## src/rtl/rsa_pkg.sv

```systemverilog
package rsa_pkg;
  typedef enum logic [1:0] {
    M_IDLE = 2'd0,
    M_QUAL = 2'd1,
    M_HELD = 2'd2
  } mstate_e;

  localparam logic [1:0] CAUSE_PIN  = 2'b01;
  localparam logic [1:0] CAUSE_WDOG = 2'b10;
  localparam logic [1:0] CAUSE_MAN  = 2'b11;
endpackage

```

## src/rtl/rsa_sync.sv

```systemverilog
module rsa_sync #(
  parameter logic RST_VAL = 1'b0
) (
  input  logic clk,
  input  logic rst_n,
  input  logic d,
  output logic q
);
  logic s1_q, s2_q;

  always_ff @(posedge clk or negedge rst_n) begin
    if (!rst_n) begin
      s1_q <= RST_VAL;
      s2_q <= RST_VAL;
    end else begin
      s1_q <= d;
      s2_q <= s1_q;
    end
  end

  assign q = s2_q;
endmodule

```

## src/rtl/rsa_manual.sv

```systemverilog
module rsa_manual
  import rsa_pkg::*;
#(
  parameter int MIN_LOW = 20
) (
  input  logic clk,
  input  logic rst_n,
  input  logic pin_lvl,
  input  logic bus_busy,
  input  logic hold_idle,
  output logic enter,
  output logic active
);
  localparam int CNT_W = (MIN_LOW > 2) ? $clog2(MIN_LOW) : 1;
  localparam logic [CNT_W-1:0] LAST = CNT_W'(MIN_LOW - 1);

  mstate_e st_q, st_d;
  logic [CNT_W-1:0] cnt_q, cnt_d;

  always_comb begin
    st_d  = st_q;
    cnt_d = cnt_q;
    enter = 1'b0;
    if (hold_idle) begin
      st_d  = M_IDLE;
      cnt_d = '0;
    end else begin
      case (st_q)
        M_IDLE: begin
          if (!pin_lvl) begin
            if (cnt_q == LAST) st_d = M_QUAL;
            else               cnt_d = cnt_q + CNT_W'(1);
          end else begin
            cnt_d = '0;
          end
        end
        M_QUAL: begin
          if (!bus_busy) begin
            st_d  = M_HELD;
            enter = 1'b1;
          end
        end
        M_HELD: begin
          if (pin_lvl) begin
            st_d  = M_IDLE;
            cnt_d = '0;
          end
        end
        default: begin
          st_d  = M_IDLE;
          cnt_d = '0;
        end
      endcase
    end
  end

  always_ff @(posedge clk or negedge rst_n) begin
    if (!rst_n) begin
      st_q  <= M_IDLE;
      cnt_q <= '0;
    end else begin
      st_q  <= st_d;
      cnt_q <= cnt_d;
    end
  end

  assign active = (st_q == M_HELD);


  full_count_chk: assert property (@(posedge clk) disable iff (!rst_n)
    $rose(active) |-> ($past(cnt_q) == LAST));


  bus_idle_entry_chk: assert property (@(posedge clk) disable iff (!rst_n)
    $rose(active) |-> !$past(bus_busy));


  pin_release_chk: assert property (@(posedge clk) disable iff (!rst_n)
    (active && pin_lvl && !hold_idle) |=> !active);
endmodule

```

## src/rtl/rsa_wdog.sv

```systemverilog
module rsa_wdog #(
  parameter int WDT_HOLD = 4
) (
  input  logic clk,
  input  logic rst_n,
  input  logic fire,
  input  logic flag_clr,
  output logic active,
  output logic flag
);
  localparam int HW = $clog2(WDT_HOLD + 1);
  localparam logic [HW-1:0] HOLD_LD = HW'(WDT_HOLD);

  logic [HW-1:0] cnt_q, cnt_d;
  logic flag_q, flag_d;

  always_comb begin
    cnt_d = cnt_q;
    if (fire)              cnt_d = HOLD_LD;
    else if (cnt_q != '0)  cnt_d = cnt_q - HW'(1);

    flag_d = flag_q;
    if (fire)          flag_d = 1'b1;
    else if (flag_clr) flag_d = 1'b0;
  end

  always_ff @(posedge clk or negedge rst_n) begin
    if (!rst_n) begin
      cnt_q  <= '0;
      flag_q <= 1'b0;
    end else begin
      cnt_q  <= cnt_d;
      flag_q <= flag_d;
    end
  end

  assign active = (cnt_q != '0);
  assign flag   = flag_q;


  hold_start_chk: assert property (@(posedge clk) disable iff (!rst_n)
    fire |=> (active && cnt_q == HOLD_LD));


  flag_set_chk: assert property (@(posedge clk) disable iff (!rst_n)
    fire |=> flag);


  flag_clear_chk: assert property (@(posedge clk) disable iff (!rst_n)
    (flag_clr && !fire) |=> !flag);
endmodule

```

## src/rtl/rst_arbiter.sv

```systemverilog
module rst_arbiter
  import rsa_pkg::*;
#(
  parameter int MIN_LOW  = 20,
  parameter int WDT_HOLD = 4
) (
  input  logic       clk,
  input  logic       por_pin_n,
  input  logic       mrst_pin_n,
  input  logic       wdt_ovf,
  input  logic       wdt_rst_en,
  input  logic       bus_busy,
  input  logic       flag_clr,
  output logic       por_class,
  output logic       mrst_class,
  output logic       dom_rst_n,
  output logic       wdt_flag,
  output logic [1:0] cause
);
  logic por_rel, man_lvl;
  logic wd_fire, wd_active;
  logic man_enter, man_active;
  logic [1:0] cause_q, cause_d;

  rsa_sync #(.RST_VAL(1'b0)) u_por_sync (
    .clk(clk), .rst_n(por_pin_n), .d(1'b1), .q(por_rel)
  );

  rsa_sync #(.RST_VAL(1'b1)) u_man_sync (
    .clk(clk), .rst_n(por_pin_n), .d(mrst_pin_n), .q(man_lvl)
  );

  assign wd_fire = wdt_ovf && wdt_rst_en && por_rel;

  rsa_wdog #(.WDT_HOLD(WDT_HOLD)) u_wdog (
    .clk(clk), .rst_n(por_pin_n), .fire(wd_fire), .flag_clr(flag_clr),
    .active(wd_active), .flag(wdt_flag)
  );

  rsa_manual #(.MIN_LOW(MIN_LOW)) u_manual (
    .clk(clk), .rst_n(por_pin_n), .pin_lvl(man_lvl), .bus_busy(bus_busy),
    .hold_idle(wd_fire || wd_active || !por_rel),
    .enter(man_enter), .active(man_active)
  );

  always_comb begin
    cause_d = cause_q;
    if (wd_fire)        cause_d = CAUSE_WDOG;
    else if (man_enter) cause_d = CAUSE_MAN;
  end

  always_ff @(posedge clk or negedge por_pin_n) begin
    if (!por_pin_n) cause_q <= CAUSE_PIN;
    else            cause_q <= cause_d;
  end

  assign por_class  = !por_rel || wd_active;
  assign mrst_class = man_active;
  assign dom_rst_n  = por_rel;
  assign cause      = cause_q;


  manual_only_chk: assert property (@(posedge clk) disable iff (!por_pin_n)
    mrst_class |-> (!por_class && dom_rst_n));


  domain_untouched_chk: assert property (@(posedge clk) disable iff (!por_pin_n)
    wd_active |-> dom_rst_n);


  cause_valid_chk: assert property (@(posedge clk) disable iff (!por_pin_n)
    cause != 2'b00);
endmodule

```

## config.mk

```make
export PLATFORM = sky130hd
export DESIGN_NAME = rst_arbiter
export DESIGN_NICKNAME = d
export VERILOG_FILES = /design/src/rtl/rsa_pkg.sv /design/src/rtl/rsa_sync.sv /design/src/rtl/rsa_manual.sv /design/src/rtl/rsa_wdog.sv /design/src/rtl/rst_arbiter.sv
export SDC_FILE = /design/constraint.sdc
export NUM_CORES = 1
export LEC_CHECK = 0
export BUFFER_PORTS_ARGS = -buffer_cell sky130_fd_sc_hd__buf_2
export CAP_MARGIN = 20
export CORE_MARGIN = 2
export CORE_UTILIZATION = 57
export CTS_BUF_LIST = sky130_fd_sc_hd__clkbuf_2
export CTS_CLUSTER_DIAMETER = 50
export DETAILED_ROUTE_END_ITERATION = 8
export HOLD_SLACK_MARGIN = 0.15
export PLACE_DENSITY_LB_ADDON = 0.1
export SLEW_MARGIN = 20
export SYNTH_ARGS = -nofsm -noshare
export SYNTH_HDL_FRONTEND = slang
export SYNTH_HIERARCHICAL = 1
export SYNTH_SLANG_ARGS = --single-unit
```

## constraint.sdc

```tcl
create_clock -name clk -period 2.45 [get_ports clk]
set_input_delay 0.245 -clock clk [delete_from_list [all_inputs] [get_ports clk]]
set_output_delay 0.245 -clock clk [all_outputs]
set_load 0.02 [all_outputs]
```

# ---- After elaboration in Yosys (flattened, before gate mapping)
# Cells that the tools add are included.
dict set report word_totals {
  ff_bits 17
  latchBits 0
  ram_bits 0
  romBits 0
  inputBits 7
  out_inout_bits 6
  word_cells 53
  n_memories 0
}
dict set report classes {
  n_addsub 2
  mul 0
  div_mod_pow 0
  order_cmp 0
  eq_ne 9
  n_shift 0
  mux 20
  bitwise_logic 0
  reduce_logical 13
}
# op count
set ops {}
lappend ops {{$mux 5} 4}
lappend ops {{$pmux 5 s3} 1}
lappend ops {{$mux 2} 7}
lappend ops {{$mux 3} 2}
lappend ops {{$ne 3x1->1 const B} 2}
lappend ops {{$ne 3x2->1 const B} 2}
lappend ops {{$pmux 2 s3} 1}
lappend ops {{$reduce_bool 2->1} 3}
lappend ops {{$add 5x1->5 const B} 1}
lappend ops {{$eq 5x5->1 const B} 1}
lappend ops {{$mux 1} 5}
lappend ops {{$ne 4x3->1 const B} 1}
lappend ops {{$reduce_and 4->1} 1}
lappend ops {{$logic_or 1x1->1} 3}
lappend ops {{$reduce_and 3->1} 1}
lappend ops {{$reduce_bool 3->1} 1}
lappend ops {{$sub 3x1->3 const B} 1}
lappend ops {{$eq 2x1->1 const B} 1}
lappend ops {{$eq 2x2->1 const B} 1}
lappend ops {{$logic_and 1x1->1} 2}
lappend ops {{$logic_not 2->1} 1}
lappend ops {{$ne 2x1->1 const B} 1}
lappend ops {{$logic_not 1->1} 1}

# ---- Logic depth before layout (Yosys ltp)
# Gate-level depths: netlist of run 1.
dict set report logic_depth {
  depth_word 7
  depth_mapped 8
  mapped_depth_nobuf 8
}

# ---- By module
# The synthesis of run 1 kept the hierarchy.
# mod instances cells_each area_per_inst_um2 seq_area_each_um2
set by_module_without_submodules {}
lappend by_module_without_submodules {rsa_manual 1 37 406.6 175.2}
lappend by_module_without_submodules {rsa_wdog 1 19 216.5 100.1}
lappend by_module_without_submodules {rst_arbiter 1 9 93.8 51.3}
lappend by_module_without_submodules {{rsa_sync at u_man_sync} 1 2 52.6 52.6}
lappend by_module_without_submodules {{rsa_sync at u_por_sync} 1 2 50.0 50.0}

# ---- Worst setup path before layout of run 1
# No wires, ideal clock.
dict set report synth_path {
  path_type {reg-to-reg}
  from {register u_wdog.cnt_q[0]}
  to {register u_manual.cnt_q[0]}
  setup_ps 64
  t_arrival_ps 1986
  t_required_ps 2386
  path_slack_ps 400
  path_stages_with_launch 9
  n_path_buf 0
  synth_period_minus_slack_ps 2050
  path_cell_list {dfrtp_1 > inv_1 > ha_1 > nand2b_4 > nand2b_1 > a21o_1 > nor4_2 > nor3b_1 > a211o_1}
}
dict set report synth_via {
  elab_chain_len 5
  word_cells_on_any_way 8
  classes_between {3 x eq/ne; 1 x mux; 4 x reduce/logical}
}
# element line_no
set synth_rtl {}
lappend synth_rtl {{start, declared} rsa_wdog.sv:14} ;# logic [HW-1:0] cnt_q, cnt_d;
lappend synth_rtl {{start signal, assigned} rsa_wdog.sv:32} ;# cnt_q <= cnt_d;
lappend synth_rtl {{$reduce_bool 3->1 (*)} rsa_wdog.sv:37} ;# assign active = (cnt_q != '0);
lappend synth_rtl {{named net wd_active} rst_arbiter.sv:21} ;# logic wd_fire, wd_active;
lappend synth_rtl {{$logic_or 1x1->1 (*) (2 in series)} rst_arbiter.sv:42} ;# .hold_idle(wd_fire || wd_active || !por_rel),
lappend synth_rtl {{$ne 4x3->1 (no line), or another cell as far along} --}
lappend synth_rtl {{$reduce_and 3->1 (no line)} --}
lappend synth_rtl {{end signal, assigned} rsa_manual.sv:63} ;# cnt_q <= cnt_d;
lappend synth_rtl {{end, declared} rsa_manual.sv:18} ;# logic [CNT_W-1:0] cnt_q, cnt_d;
# The timed path passes the listed nets; every way through them passes the cells marked *.
# A chain may end at the register's enable or synchronous reset.

# ---- Final worst setup path of run 1
# Ends and elaborated chain as after synthesis.

==> results by stage, run 1 <==
Status:
- The run finished with clean final reports.

Final layout:
- The number of fill cells is 98.
- The sequential cells in the finished layout cover a total of 429 um^2.
- For this run, the post-layout net count is 98.
- 0 antenna diodes ended up in the layout.
- In the final layout, the share of cells above drive strength 1 is 31.0%.
- The area occupied by multi-input gates is 379 um^2.
- The area growth from synthesis to layout is 14.5%.

Timing:
- After layout, the worst setup slack is 305 ps.
- The worst path needs 2150 ps of the cycle, external delays included.
- The number of hold violations in the final report is 0.
- The count of endpoints failing setup in the final report is 0.
- The post-route fraction of the period consumed by the critical path is 87.6%.
- On the final layout, the worst hold slack is 219 ps.
- The clock arrives with 4.64 ps of skew.
- The highest attainable clock frequency is 466 MHz.
- The slew at the pin with the worst max-slew slack is 527 ps.
- Setup repair after global routing left no endpoint under its margin.
- Adding up every negative setup slack in the final design gives 0 ps.
- The final count of pins violating max slew is 0.
- The worst slew margin relative to its limit is 64.6%.

Min path:
- The worst hold path passes through 3 cells.
- The path with the worst hold slack has its endpoint at u_wdog/flag.
- The worst hold path begins at flag_clr.
- The path class of the tightest hold or removal check is in2reg.

Critical path:
- Grouping stages by cell kind, the critical path spends the most delay in simple AND/OR/NAND/NOR gates.
- In this run the worst path has a maximum fanout of 7.
- Counting cells, the worst reg-to-reg path comes to 8.
- The critical path class is reg2reg.
- The worst setup path is captured at a flop.
- The slack of the worst reg-to-reg path is 300 ps.
- At the worst endpoint, the required time is 2690 ps.
- The launch point of the worst reg-to-reg path is u_wdog/cnt_q[0].
- Counting both buffers and inverters, the worst setup path holds a total of 1.
- In this run the critical register-to-register path is captured at u_manual/cnt_q[0].
- For the worst setup path, the data arrival time is 2380 ps.
- The critical path goes through inv_1 -> ha_1 -> nand2b_4 -> nand2b_1 -> a21o_1 -> nor4_2 -> nor3b_1 -> a211o_1.
- For this design, the slowest cell found on the critical path is nor4_2.
- The worst setup path is launched from a flop.
- For this run, the slowest stage of the critical path takes 540 ps.

Logic synthesis:
- The post-synth net total is 79.
- Yosys mapped a number of flops with a built-in enable equal to 0.
- After synthesis, flip-flops and latches occupy 52.4% of the total area.
- The fraction of synthesis flops using an asynchronous set or reset pin is 100%.
- The post-synthesis cell count is 69.
- After synthesis, the most frequently instantiated cells are 14 x dfrtp_1, 5 x nor2_1, 4 x nand2b_1, 4 x nor2b_1.
- The synthesized area per cell is 11.9 um^2.
- Counting flops and latches in the post-synthesis netlist gives 17.
- The area of the mapped netlist is 820 um^2.
- The commonest register cell after synthesis is dfrtp_1.
- The library cell with the largest summed area after synthesis is dfrtp_1.
- The number of unique standard cell types used by synthesis is 33.
- The library cell with the highest instance count after synthesis is dfrtp_1.
- Summed over its instances, the top area cell type makes up 42.7% of the synthesized netlist area.
- After synthesis, the cell types taking the most area are dfrtp_1 43%, dfstp_2 9.6%, ha_1 4.6%, nand2b_1 3.1%, nor2b_1 3.1%.
- The total number of yosys warnings is 6.

Clock tree:
- The depth of the CTS H-tree is 1.
- The buffer depth of the longest clock path is 2.
- The number of clock sinks is 17.
- The TritonCTS clock tree is done.
- Gates resized during post-CTS repair numbered 0.
- After clock tree synthesis, the clock-pin slew on the worst setup and hold paths is 160 ps.
- Clock tree synthesis inserted a total of 3 buffers.
- The clock latency of the later-clocked register in the worst-skew pair is 280 ps.
- In this run the clock root is driven by a clkbuf_2.

Pwr:
- The internal portion of the total power is 0.000452 W.
- Power spread over the standard cell area amounts to 692 mW/mm^2.
- The clock power share is 18.5%.
- The completed layout was analyzed and its total power is 0.000649 W.
- The maximum VDD drop is 0.621 mV.
- The relative contribution of sequential cells to total power is 52.2%.
- The switching share of power is 30.5%.
- Combinational cells account for 29.3% of the total power.
- The power dissipated by switching net loads is 0.000198 W.
- Summed over all cells, the static leakage comes to 0.452 nW.

Floorplan:
- The die is 41.9 um wide.
- For this design the top-level I/O count stands at 13.
- The area of the core is 0.00132 mm^2.
- The floorplan die area is 0.00176 mm^2.
- The overall die height is 41.9 um.
- The number of core rows is 13.
- The initial cell density of the core is 62.2%.

Placement:
- The congestion estimate from routability-driven global placement came to 0.815.
- Timing analysis after detailed placement gives a worst setup slack of 341 ps.
- The placed wire-length estimate after detailed placement is 973 um.
- The count of port buffers added during placement is 12.

Global routing:
- The initial antenna violation count was 0.
- Entering global routing, the biggest net connects 18 pins.
- After global routing the overflow that remains totals 0.
- The all-layer global routing usage is 17.6%.
- The number of global-route vias before repair is 551.
- The first-pass GRT wire length is 2.39 mm.

Drt:
- The count of antenna-violating nets left after detailed routing is 0.
- The routed wire length per instance is 12.8 um.
- The routed via count divided by cell count is 5.49.
- The detailed router placed 560 vias in this run.
- In the routed design, unresolved DRC markers number 0.
- The detailed-route wire length is 1.31 mm.
- The iteration count of the initial detailed-routing pass is 6.
- The number of DRC markers in iteration 0 is 12.

Flow run:
- The max capacitance violation total is 0.
==> worst min-delay path: stages <==
cell and delay (ps):
buf_2 100, inv_1 40, a21o_1 90
==> per-stage QoR <==
step                      cells  cell area [um^2]  util (%)
after global routing        102               938      71.2
final                       102               938      71.2
after CTS                   102               938      71.2
after floorplan              69               820         -
after global placement       96               898      68.2
after detailed placement     96               898      68.2
==> worst max path at each step <==
stage	from	endpoint	slack [ps]	depth (start not counted)
floorplan	u_wdog/cnt_q[0]	u_manual/cnt_q[0]	400	8
global placement	u_wdog/cnt_q[0]	u_manual/cnt_q[0]	440	8
detailed placement	u_wdog/cnt_q[0]	u_manual/cnt_q[0]	340	8
CTS	u_wdog/cnt_q[0]	u_manual/cnt_q[0]	310	8
global route	u_wdog/cnt_q[0]	u_manual/cnt_q[0]	160	8
finish	u_wdog/cnt_q[0]	u_manual/cnt_q[0]	300	8
==> registers in the layout (all words and copies together) (netlist names) <==
name / cells
u_por_sync/s1_q: 1
u_wdog/cnt_q: 3
u_man_sync/s1_q: 1
cause: 2
u_man_sync/q: 1
u_manual/st_q: 2
u_wdog/flag: 1
u_manual/cnt_q: 5
u_por_sync/q: 1
==> logic make-up after synthesis <==
group	count (synthesis)	synth area share, %
other cells	1	0.458
compound gates	13	12.7
flops	17	52.4
mux	1	1.83
buf+inv	3	1.37
simple gates	29	24.6
xor+xnor	2	2.14
fa+ha+maj	3	4.58
==> what timing repair did <==
action,in CTS,in global routing
endpoints found under the hold margin,18,0
hold buffers,2,0
buffers inserted,0,0
==> layer usage <==
metal	share of wire [%]	up-vias	routed length (um)	global-route usage, %
li1	-	282	-	-
met1	49	265	642	24.9
met2	46	11	606	26.9
met3	3.6	2	47	2.61
met4	0.92	0	12	7.74
met5	0	-	0	0
==> cell usage in the layout (no fill, tap or decap), types with 3 or more instances in the layout <==
master,n
buf_2,12
clkbuf_2,3
dfrtp_1,14
dfstp_2,3
ha_1,3
inv_1,3
nand2b_1,4
nor2_1,5
nor2b_1,4
==> power by group through the flow <==
stage | Combinational, W | Sequential (W) | Clock [W]
2_1_floorplan | 0.000146 | 0.000340 | 0
3_3_place_gp | 0.000183 | 0.000341 | 0
3_5_place_dp | 0.000186 | 0.000343 | 0
4_1_cts | 0.000191 | 0.000338 | 0.000127
5_1_grt | 0.000217 | 0.000342 | 0.000136
6_report | 0.000190 | 0.000339 | 0.000120
==> cell type report <==
| class | instances | share of cell area, % |
|---|---|---|
| Clock inverter | 1 | 0.533 |
| Clock buffer | 3 | 1.60 |
| Sequential cell | 17 | 45.7 |
| Multi-Input combinational cell | 49 | 40.4 |
| Timing Repair Buffer | 14 | 8.53 |
| Inverter | 3 | 1.20 |
| Tap cell | 15 | 2.00 |
(Power assumes the default switching activity.)
==> inputs of run 2 (changes only) <==
--- a/config.mk
+++ b/config.mk
@@ -7,8 +7,9 @@
 export LEC_CHECK = 0
 export BUFFER_PORTS_ARGS = -buffer_cell sky130_fd_sc_hd__buf_2
 export CAP_MARGIN = 20
+export CORE_ASPECT_RATIO = 0.9
 export CORE_MARGIN = 2
-export CORE_UTILIZATION = 57
+export CORE_UTILIZATION = 55
 export CTS_BUF_LIST = sky130_fd_sc_hd__clkbuf_2
 export CTS_CLUSTER_DIAMETER = 50
 export DETAILED_ROUTE_END_ITERATION = 8
==> run 2 against run 1 <==
Net effect:
- critical path depth is the same
- sequential cell count unchanged
- worst hold slack lost 15 ps
- worst setup slack got worse by 4.4 ps
- sequential share of layout area stayed put
- final cell count unchanged
- power is 0.59% lower
- clock skew increased by 2.9 ps
- largest cell class unchanged
==> results by stage, run 2 (synthesis results as in run 1) <==
Drt:
- Using the TritonRoute via totals, the vias-per-cell ratio works out to 5.44.
- The detailed-route wire length is 1.30 mm.
- The number of DRC markers in iteration 0 is 7.
- The count of unresolved DRC violations after routing is 0.
- Across all layers, the routed design uses 555 vias.
- The first detailed-routing pass ran for 4 iterations.
- The count of antenna-violating nets left after detailed routing is 0.
- The routed wire length per instance is 12.7 um.

Final layout:
- After the last flow step, the layout net total stands at 98.
- The most common library cell in the layout ignoring fill and taps is dfrtp_1.
- The register with the most flip-flops in the layout has 5 of them.
- The area occupied by multi-input gates is 379 um^2.
- 0 antenna diodes ended up in the layout.
- The library cells used most frequently in the layout, excluding fill and tap cells, are 14 x dfrtp_1, 12 x buf_2, 5 x nor2_1, 4 x nand2b_1, 4 x nor2b_1.
- Ranked by flip-flop count, first place goes to u_manual/cnt_q.
- Relative to the synthesized area, the layout overhead comes to 14.5%.
- The number of standard cells in the layout, taps in and fillers out is 102.
- Cells with a size suffix above 1 make up 31.0% of the layout.
- The largest registers in the layout are u_manual/cnt_q: 5 flops, u_wdog/cnt_q: 3 flops.
- The filler cells instantiated in the layout total 120.
- The sequential cell area in the final layout is 429 um^2.

Clock tree:
- The count of cells resized by post-cts repair is 0.
- The number of clock sinks is 17.
- Clock-pin slew was measured on the worst setup and hold paths at 160 ps.
- In this run the deepest clock path goes through 2 buffers.
- CTS built an H-tree with a depth of 1.
- The clock latency of the later-clocked register in the worst-skew pair is 290 ps.
- In this run, CTS created clock tree buffers numbering 3.
- TritonCTS built the clock tree.
- The root buffer cell is clkbuf_2.

Timing:
- The final count of pins violating max slew is 0.
- The worst path uses 87.7% of the clock period.
- The number of hold violations in the final report is 0.
- Static timing analysis puts the maximum clock frequency at 465 MHz.
- The count of endpoints failing setup in the final report is 0.
- Setup repair after global routing left no endpoint under its margin.
- The setup total negative slack is 0 ps.
- The worst slew margin relative to its limit is 62.1%.
- Counting I/O delays and the setup requirement, the final critical path takes 2150 ps.
- The clock skew is 7.56 ps.
- For the pin with the worst max-slew slack, the measured transition is 564 ps.

Global routing:
- The remaining global-route overflow is 0.
- The first global-routing pass estimated 2.17 mm of wire.
- The initial antenna violation count is 0.
- Across every metal layer, demand over resource in global routing totals 18.0%.
- The number of global-route vias before repair came to 500.
- The largest net degree at the start of global routing is 18.

Floorplan:
- Once the floorplan was initialized, standard cells occupied 57.9% of the core.
- The overall die height is 40.6 um.
- After floorplanning, the core was divided into 13 placement rows.
- The die covers 0.00182 mm^2.
- In this run the horizontal extent of the chip is 44.7 um.
- For this design the top-level I/O count stands at 13.
- In this run the standard cell core region covers 0.00142 mm^2.

Min path:
- The hold path startpoint is flag_clr.
- In this run the worst hold path is classified as in2reg.
- The terminating pin of the worst hold path is u_wdog/flag.
- The hold-critical path depth is 3.

Critical path:
- Data on the critical path is required at its endpoint by 2700 ps.
- Of all nets on the critical path, the largest fanout is 7.
- STA puts the critical path data arrival time at 2400 ps.
- The signal on the critical path passes through inv_1 -> ha_1 -> nand2b_4 -> nand2b_1 -> a21o_1 -> nor4_2 -> nor3b_1 -> a211o_1.
- Measured in cells, the most critical reg-to-reg path has a length of 8.
- The worst register-to-register path begins at u_wdog/cnt_q[0].
- The element type at the critical path end is a flop.
- The cell family contributing the most delay on the critical path is simple AND/OR/NAND/NOR gates.
- The worst register-to-register path ends at u_manual/cnt_q[0].
- The slack of the worst reg-to-reg path is 300 ps.
- The critical path class is reg2reg.
- The worst setup path is launched from a flop.
- The number of buffer and inverter stages on the critical path is 1.
- The highest-delay cell along the critical path is nor4_2.
- The delay of the slowest critical-path stage is 570 ps.

Placement:
- Routability-driven placement finished with a final weighted congestion of 0.769.
- Detailed placement finished with a half-perimeter wire length of 956 um.
- Port buffering added 12 buffers.
- Including well taps, the total number of placed cells is 96.

Pwr:
- The worst-case IR drop observed on VDD is 0.437 mV.
- In this run the static leakage power is 0.452 nW.
- Power comes to 0.000646 W.
- For this design the ratio of total power to cell area is 688 mW/mm^2.

Flow run:
- Across the run, the number of max-cap violations was 0.

Status:
- The flow ran to the end, and the final reports show no timing, DRC or antenna violations.
## run 2: metrics by stage
stage | hold slack (ps) | cell area, um^2 | setup WS, ps | util, %
2_1_floorplan | -50.6 | 820 | 400 | -
3_3_place_gp | 179 | 898 | 351 | 63.5
3_5_place_dp | 183 | 898 | 315 | 63.5
4_1_cts | 189 | 938 | 283 | 66.3
5_1_grt | 184 | 938 | 56.6 | 66.3
6_report | 205 | 938 | 300 | 66.3
## run 2: where the power goes
part,internal [W],switching [W],total (W)
clock network,0.0000370,0.0000864,0.000123
logic,0.0000987,0.0000874,0.000186
registers,0.000315,0.0000211,0.000336
## run 2: worst max-delay path by stage
stage,slack [ps],depth (start not counted),end,start
6_report,300,8,u_manual/cnt_q[0],u_wdog/cnt_q[0]
3_5_place_dp,320,8,u_manual/cnt_q[0],u_wdog/cnt_q[0]
2_1_floorplan,400,8,u_manual/cnt_q[0],u_wdog/cnt_q[0]
4_1_cts,280,8,u_manual/cnt_q[0],u_wdog/cnt_q[0]
3_3_place_gp,350,8,u_manual/cnt_q[0],u_wdog/cnt_q[0]
5_1_grt,60,8,u_manual/cnt_q[0],u_wdog/cnt_q[0]
## run 2: worst min-delay path, cell delays in order
cell	delay [ps]
buf_2	90
inv_1	40
a21o_1	100
## run 2: final cells by class
cell class | instances | share of cell area [%]
Clock buffer | 3 | 1.60
Clock inverter | 1 | 0.533
Inverter | 3 | 1.20
Multi-Input combinational cell | 49 | 40.4
Sequential cell | 17 | 45.7
Tap cell | 15 | 2.00
Timing Repair Buffer | 14 | 8.53
## run 2: routing by layer
layer	global-route usage, %	routed length (um)
met5	0	0
met4	9.09	15
met3	6.61	61
met2	26.4	585
met1	23.6	637
## run 2: repair_timing
item	CTS	global route
endpoints found under the hold margin	18	0
setup buffers	0	0
hold buffers	2	0
